[src/rtl/serial_tx_pkg.sv]
package serial_tx_pkg;
  typedef struct packed {
    logic load;    // holding register -> shift register, start bit
    logic shift;   // advance to next bit of the frame
    logic finish;  // frame over, return line to idle
  } txStrobe_t;
endpackage

[src/rtl/serial_tx_ctrl.sv]
module serial_tx_ctrl
  import serial_tx_pkg::*;
#(
  parameter int DATA_BITS = 8
) (
  input  logic      clk,
  input  logic      rst,
  input  logic      txEnable,
  input  logic      baudTick,
  input  logic      bufWrite,
  output txStrobe_t strobe,
  output logic      bufFull,
  output logic      txBusy,
  output logic      txIrq
);
  localparam int FRAME_BITS = DATA_BITS + 2;
  localparam int CNT_W = $clog2(FRAME_BITS);
  localparam logic [CNT_W-1:0] LAST_POS = CNT_W'(FRAME_BITS - 1);

  logic [CNT_W-1:0] bitPos;
  logic             startOk;

  assign startOk = bufFull && txEnable;

  always_comb begin
    strobe = '0;
    if (baudTick) begin
      if (!txBusy) begin
        strobe.load = startOk;
      end else if (bitPos != LAST_POS) begin
        strobe.shift = 1'b1;
      end else if (startOk) begin
        strobe.load = 1'b1;
      end else begin
        strobe.finish = 1'b1;
      end
    end
  end

  always_ff @(posedge clk) begin
    if (rst) begin
      bufFull <= 1'b0;
      txBusy  <= 1'b0;
      txIrq   <= 1'b0;
      bitPos  <= '0;
    end else begin
      txIrq <= strobe.load;
      if (bufWrite)         bufFull <= 1'b1;
      else if (strobe.load) bufFull <= 1'b0;
      if (strobe.load) begin
        txBusy <= 1'b1;
        bitPos <= '0;
      end else if (strobe.shift) begin
        bitPos <= bitPos + 1'b1;
      end else if (strobe.finish) begin
        txBusy <= 1'b0;
      end
    end
  end

  // a write always leaves a byte waiting
  p_write_sets_full_r2: assert property (@(posedge clk) disable iff (rst)
    bufWrite |=> bufFull);
  // interrupt is a single-cycle pulse
  p_irq_pulse_r3: assert property (@(posedge clk) disable iff (rst)
    txIrq |=> !txIrq);
  // leaving idle is always announced by the interrupt
  p_busy_rise_irq_r3: assert property (@(posedge clk) disable iff (rst)
    $rose(txBusy) |-> txIrq);
  // no frame starts while disabled
  p_no_start_disabled_r7: assert property (@(posedge clk) disable iff (rst)
    !txEnable |=> !txIrq);
  // disabled idle stays idle
  p_idle_hold_r7: assert property (@(posedge clk) disable iff (rst)
    (!txBusy && !txEnable) |=> !txBusy);
endmodule

[src/rtl/serial_tx_dpath.sv]
module serial_tx_dpath
  import serial_tx_pkg::*;
#(
  parameter int DATA_BITS = 8
) (
  input  logic                 clk,
  input  logic                 rst,
  input  logic                 bufWrite,
  input  logic [DATA_BITS-1:0] bufData,
  input  txStrobe_t            strobe,
  output logic                 txLine
);
  logic [DATA_BITS-1:0] holdReg;
  logic [DATA_BITS-1:0] shiftReg;

  always_ff @(posedge clk) begin
    if (rst) begin
      holdReg <= '0;
    end else if (bufWrite) begin
      holdReg <= bufData;
    end
  end

  // ones shift in from the top so the stop bit falls out after the data
  always_ff @(posedge clk) begin
    if (rst) begin
      shiftReg <= '1;
      txLine   <= 1'b1;
    end else if (strobe.load) begin
      shiftReg <= holdReg;
      txLine   <= 1'b0;
    end else if (strobe.shift) begin
      shiftReg <= {1'b1, shiftReg[DATA_BITS-1:1]};
      txLine   <= shiftReg[0];
    end else if (strobe.finish) begin
      txLine   <= 1'b1;
    end
  end

  // control never issues two strobes at once
  p_strobe_onehot_r4: assert property (@(posedge clk) disable iff (rst)
    $onehot0({strobe.load, strobe.shift, strobe.finish}));
  // a frame start drives the start bit low
  p_start_low_r3: assert property (@(posedge clk) disable iff (rst)
    strobe.load |=> !txLine);
  // ending a frame leaves the line high
  p_finish_high_r6: assert property (@(posedge clk) disable iff (rst)
    strobe.finish |=> txLine);
  // line moves only on a strobe
  p_line_stable_r4: assert property (@(posedge clk) disable iff (rst)
    !(strobe.load || strobe.shift || strobe.finish) |=> $stable(txLine));
endmodule

[src/rtl/serial_tx_dbuf.sv]
module serial_tx_dbuf
  import serial_tx_pkg::*;
#(
  parameter int DATA_BITS = 8
) (
  input  logic                 clk,
  input  logic                 rst,
  input  logic                 txEnable,
  input  logic                 baudTick,
  input  logic                 bufWrite,
  input  logic [DATA_BITS-1:0] bufData,
  output logic                 txLine,
  output logic                 bufFull,
  output logic                 txBusy,
  output logic                 txIrq
);
  txStrobe_t strobe;

  serial_tx_ctrl #(.DATA_BITS(DATA_BITS)) i_ctrl (
    .clk(clk), .rst(rst), .txEnable(txEnable), .baudTick(baudTick),
    .bufWrite(bufWrite), .strobe(strobe), .bufFull(bufFull),
    .txBusy(txBusy), .txIrq(txIrq)
  );

  serial_tx_dpath #(.DATA_BITS(DATA_BITS)) i_dpath (
    .clk(clk), .rst(rst), .bufWrite(bufWrite), .bufData(bufData),
    .strobe(strobe), .txLine(txLine)
  );

  // an idle transmitter holds the line high
  p_idle_line_high_r6: assert property (@(posedge clk) disable iff (rst)
    !txBusy |-> txLine);
endmodule

[config.mk]
export PLATFORM = sky130hd
export DESIGN_NAME = serial_tx_dbuf
export DESIGN_NICKNAME = d
export VERILOG_FILES = /design/src/rtl/serial_tx_pkg.sv /design/src/rtl/serial_tx_ctrl.sv /design/src/rtl/serial_tx_dpath.sv /design/src/rtl/serial_tx_dbuf.sv
export SDC_FILE = /design/constraint.sdc
export NUM_CORES = 1
export LEC_CHECK = 0
export ABC_AREA = 1
export BUFFER_PORTS_ARGS = -buffer_cell sky130_fd_sc_hd__buf_2
export CORE_MARGIN = 2
export CORE_UTILIZATION = 54
export CTS_CLUSTER_SIZE = 40
export DETAILED_ROUTE_END_ITERATION = 8
export PLACE_DENSITY_LB_ADDON = 0.25
export SYNTH_ARGS = -nofsm -noshare
export SYNTH_HDL_FRONTEND = slang
export SYNTH_SLANG_ARGS = --single-unit
[constraint.sdc]
create_clock -name clk -period 1.61 [get_ports clk]
set_input_delay 0.0805 -clock clk [delete_from_list [all_inputs] [get_ports clk]]
set_output_delay 0.0805 -clock clk [all_outputs]
set_load 0.02 [all_outputs]
* Yosys cells after proc, flatten, opt, wreduce, memory -nomap -nowiden
Index checks and enable logic that the tools add are counted.
Storage, ports and cells: output and inout port bits 4, register bits after elaboration 24, word-level logic and storage cells 35
Operators by class: equal/unequal tests 2, add/sub/neg operators 1, reduce and logical (&&, ||, !) cells 7, multiplexer cells 18
Operator list (count):
- $mux 8 | 2
- $mux 1 | 14
- $reduce_bool 2->1 | 3
- $add 4x1->4 const B | 1
- $ne 4x4->1 const B | 1
- $mux 3 | 1
- $reduce_bool 3->1 | 1
- $mux 2 | 1
- $ne 2x1->1 const B | 1
- $reduce_and 2->1 | 1
- $reduce_or 2->1 | 1
- $logic_and 1x1->1 | 1

* Logic depth before layout (Yosys ltp)
depth in word-level cells 8, depth in mapped cells 9, gate-level depth less buffers 8

* By module
A second synthesis with hierarchy kept.
Second synthesis, totals: cell total of the unflattened synthesis 153, area total of the unflattened synthesis 1086.0 µm²
By module, submodules not included:
- serial_tx_dpath | cells each 101, instances 1, area an instance 711.9 µm²
- serial_tx_ctrl | cells each 52, instances 1, area an instance 374.1 µm²

* Worst setup path before layout
OpenSTA, ideal clock, no wires.
kind reg-to-reg, start register i_ctrl.bitPos[0], end register i_ctrl.bitPos[0], setup slack 399 ps, arrival time 1096 ps, data required time 1495 ps, cell stages (with the launch flop) 7, clock period less this slack 1211 ps, path through dfxtp_1 ha_1 nand3_2 nand2_2 buf_6 xor2_1 nor2_2
On the way: word-level cells in the longest chain between the ends 5
RTL lines:
- from (decl) | line serial_tx_ctrl.sv:20 | logic [CNT_W-1:0] bitPos;
- from (signal assigned) | line serial_tx_ctrl.sv:54 | bitPos <= bitPos + 1'b1;
- $ne 4x4->1 | line serial_tx_ctrl.sv:30 | end else if (bitPos != LAST_POS) begin
- $mux 1 | line serial_tx_ctrl.sv:30
- $mux 1 | line serial_tx_ctrl.sv:28 | if (!txBusy) begin
- $mux 3 | line serial_tx_ctrl.sv:27 | if (baudTick) begin
- $reduce_or 2->1 (no line)
Parallel ways exist; a longest one is shown, timed or not. A chain may end at the register's enable or synchronous reset.

* Worst setup path after layout
start register i_ctrl.bitPos[1], end register i_ctrl.bitPos[1]
The elaborated chain is that of the path after synthesis.

==> run_results.csv <==
group,metric,value,unit
outcome,outcome,"finished, final reports clean",
setup_path,r2r_end,"i_ctrl.bitPos[1]$_SDFFE_PP0P_",
clocking,cts.root.buffer_cell,"clkbuf_4",
finish,fill_cells,183,
yosys,seq_area_frac_synth,0.428,
sta,setup_violations,0,
setup_path,startpoint,"i_ctrl.bitPos[1]$_SDFFE_PP0P_",
place,io_buffers,16,
hold_path,hp-start,"bufData[0]",
pwr,p_leak,0.673,nW
die,die_x,49.6,microns
yosys,yosysTopAreaCellShare,0.428,
sta,setup_tns,0,ns
yosys,synth_ff_type,"dfxtp_1",
hold_path,hold_depth,3,
setup_path,cp_max_fo,21,
sta,hold_ws,0.00977,ns
detailed_routing,first_iter_violations,21,
finish,num-nets-final,185,
yosys,syn_avg_cell_area,7.53,sq um
detailed_routing,vias,991,
detailed_routing,totalWireLength,2.14,mm
clocking,clk_latency,0.32,ns
yosys,synthCells,149,
setup_path,required,1.87,ns
pwr,irDropWorstVdd,734,uV
detailed_routing,wl_per_cell,10.9,microns
clocking,cts_max_path_buffers,2,
sta,drv_slew,0,
global_route,grt_overflow,0,
finish,syn2layout_area_growth,15.2,%
global_route,antenna_found_initial,0,
yosys,synth_cell_types,26,
detailed_routing,viasPerCell,5.06,
yosys,ys_seq_elements,24,
hold_path,hold_end,"i_dpath.holdReg[0]$_SDFFE_PP0P_",
sta,slew_headroom,0.713,
yosys,synth_top_area_cell,"dfxtp_1",
setup_path,r2r.worst_path.cells,6,
sta,max_slew.worst_pin.slew,0.430,ns
die,die_area,2460,sq um
detailed_routing,drc,0,
setup_path,endpoint_kind,"flip-flop",
sta,finalCritPeriodShare,0.858,
global_route,grt_pass1_wl,3.95,mm
sta,fmax,724,MHz
die,core,1960,sq um
clocking,clkSlewWorstSetupHoldPaths,0.13,ns
yosys,ys_warn_count,0,
clocking,cts_tree,"built",
setup_path,crit_type,"reg2reg",
finish,multi_input_area,512,sq um
pwr,power_density,898,nW/um^2
finish,n_antenna_cell,0,
yosys,synth_nets,164,
die,initial_core_util,0.572,
global_route,grt_pass1_vias,973,
setup_path,r2r_setup_slack,0.23,ns
place,gp_congestion,0.803,
finish,final_layout_size_suffix_gt1_frac,0.213,
hold_path,hp-class,"in2reg",
die,rows,16,
setup_path,worstPathArrival,1.64,ns
sta,rsz0062_at_grt,"false",
detailed_routing,detail-route-antenna-nets,0,
clocking,cts-htree-levels,1,
setup_path,reg2reg_from,"i_ctrl.bitPos[1]$_SDFFE_PP0P_",
finish,final-seq-area,480,sq um
clocking,clock-sinks,24,
global_route,grt_usage,0.204,
clocking,cts_made_buffers,3,
global_route,grt_start_max_net_pins,22,
die,io_pins,17,
place,hpwl,1.51,mm
yosys,yosys-top-cells-area,"dfxtp_1 (43%), nand3_1 (11%), inv_1 (7.7%)",
detailed_routing,firstDrtPassIters,5,
yosys,async_flop_share,0,
setup_path,start_kind,"flip-flop",
yosys,synth-edff-count,0,
sta,fin_skew,0.00152,ns
die,die_h,49.6,microns
clocking,post_cts_buffers,0,
yosys,synthTopCellsByCount,"nand3_1 (25), dfxtp_1 (24), inv_1 (23), nand2_1 (19), nor2_1 (12)",
yosys,synth_area,1120,sq um
yosys,synth_most_common_cell,"nand3_1",
sta,period_needed,1.38,ns
flow_run,cap_violations,0,
sta,final-hold-violation-count,0,
## registers in the layout (all words and copies together) (netlist names)
name	count
i_ctrl.txBusy	1
i_dpath.shiftReg	8
i_ctrl.bitPos	4
i_dpath.holdReg	8
i_ctrl.txIrq	1
i_ctrl.bufFull	1
i_dpath.txLine	1
## report_power, final
group | internal (mW) | switching, mW | total, mW
clock network | 0.138 | 0.184 | 0.323
registers | 0.635 | 0.0227 | 0.657
logic | 0.0751 | 0.106 | 0.181
## what timing repair did
action                                 4_1_cts  5_1_grt
setup endpoints to repair                    0        4
hold buffers                                 4        0
endpoints found under the hold margin        4        0
resized for setup                            0        1
## kinds of logic (layout without fill, tap and decap cells)
logic type                 count (synthesis)  count (layout)  synth area share
buffers and inverters                     32              52             0.120
DFF                                       24              24             0.428
xor gates and xnor gates                   2               2            0.0156
adders and majority gates                  2               2            0.0223
AOI/OAI and AO/OA                         22              22             0.129
and+or+nand+nor                           67              67             0.284
## final cells by class
type | instances | share of cell area
multi-input cells | 93 | 0.396
flip-flops and latches | 24 | 0.372
repair buffers | 21 | 0.0987
inverters | 27 | 0.0794
clock buffers | 4 | 0.0281
well taps | 27 | 0.0261
## through the flow
step	power, mW	worst slack, ns	utilization	std cells	area, sq um
CTS	1.16	0.0818	0.656	196	1290
floorplan	0.796	0.399	-	149	1120
global placement	0.835	0.198	0.617	188	1210
detailed placement	0.844	0.114	0.617	188	1210
finish	1.16	0.229	0.659	196	1290
global route	1.22	0.0996	0.659	196	1290
## worst max-delay path, stage by stage (launching register included)
cell     delay (ns)
dfxtp_1        0.41
inv_1          0.06
ha_1           0.18
nand3_2        0.12
nand2_4        0.17
or2_1          0.25
a21oi_1        0.11
## layer usage
| metal | wire (microns) | GRT usage |
|---|---|---|
| met2 | 1090 | 0.356 |
| met4 | 29 | 0.0926 |
| met1 | 931 | 0.247 |
| met5 | 0 | 0 |
| met3 | 91 | 0.0273 |
## layout by cell type (no fill, tap or decap), types with 3 or more instances in the layout
| cell type | synthesis | final |
|---|---|---|
| a21oi_1 | 6 | 6 |
| buf_2 | 1 | 16 |
| clkbuf_4 | 0 | 3 |
| dfxtp_1 | 24 | 24 |
| dlygate4sd3_1 | 0 | 4 |
| inv_1 | 23 | 23 |
| nand2_1 | 19 | 19 |
| nand2_2 | 4 | 3 |
| nand3_1 | 25 | 25 |
| nand4_1 | 3 | 3 |
| nor2_1 | 12 | 12 |
| o21ai_0 | 9 | 9 |
| o21bai_2 | 5 | 5 |
## worst max-delay path by stage
stage                     slack, ns  cells after the start                             to
after global placement         0.20                      6  i_ctrl.bitPos[1]$_SDFFE_PP0P_
after CTS                      0.08                      6  i_ctrl.bitPos[1]$_SDFFE_PP0P_
after floorplan                0.40                      6  i_ctrl.bitPos[0]$_SDFFE_PP0P_
after detailed placement       0.11                      6  i_ctrl.bitPos[1]$_SDFFE_PP0P_
after global routing            0.1                      6  i_ctrl.bitPos[1]$_SDFFE_PP0P_
final                          0.23                      6  i_ctrl.bitPos[1]$_SDFFE_PP0P_
Note: power is estimated with default switching activity, not from simulation.
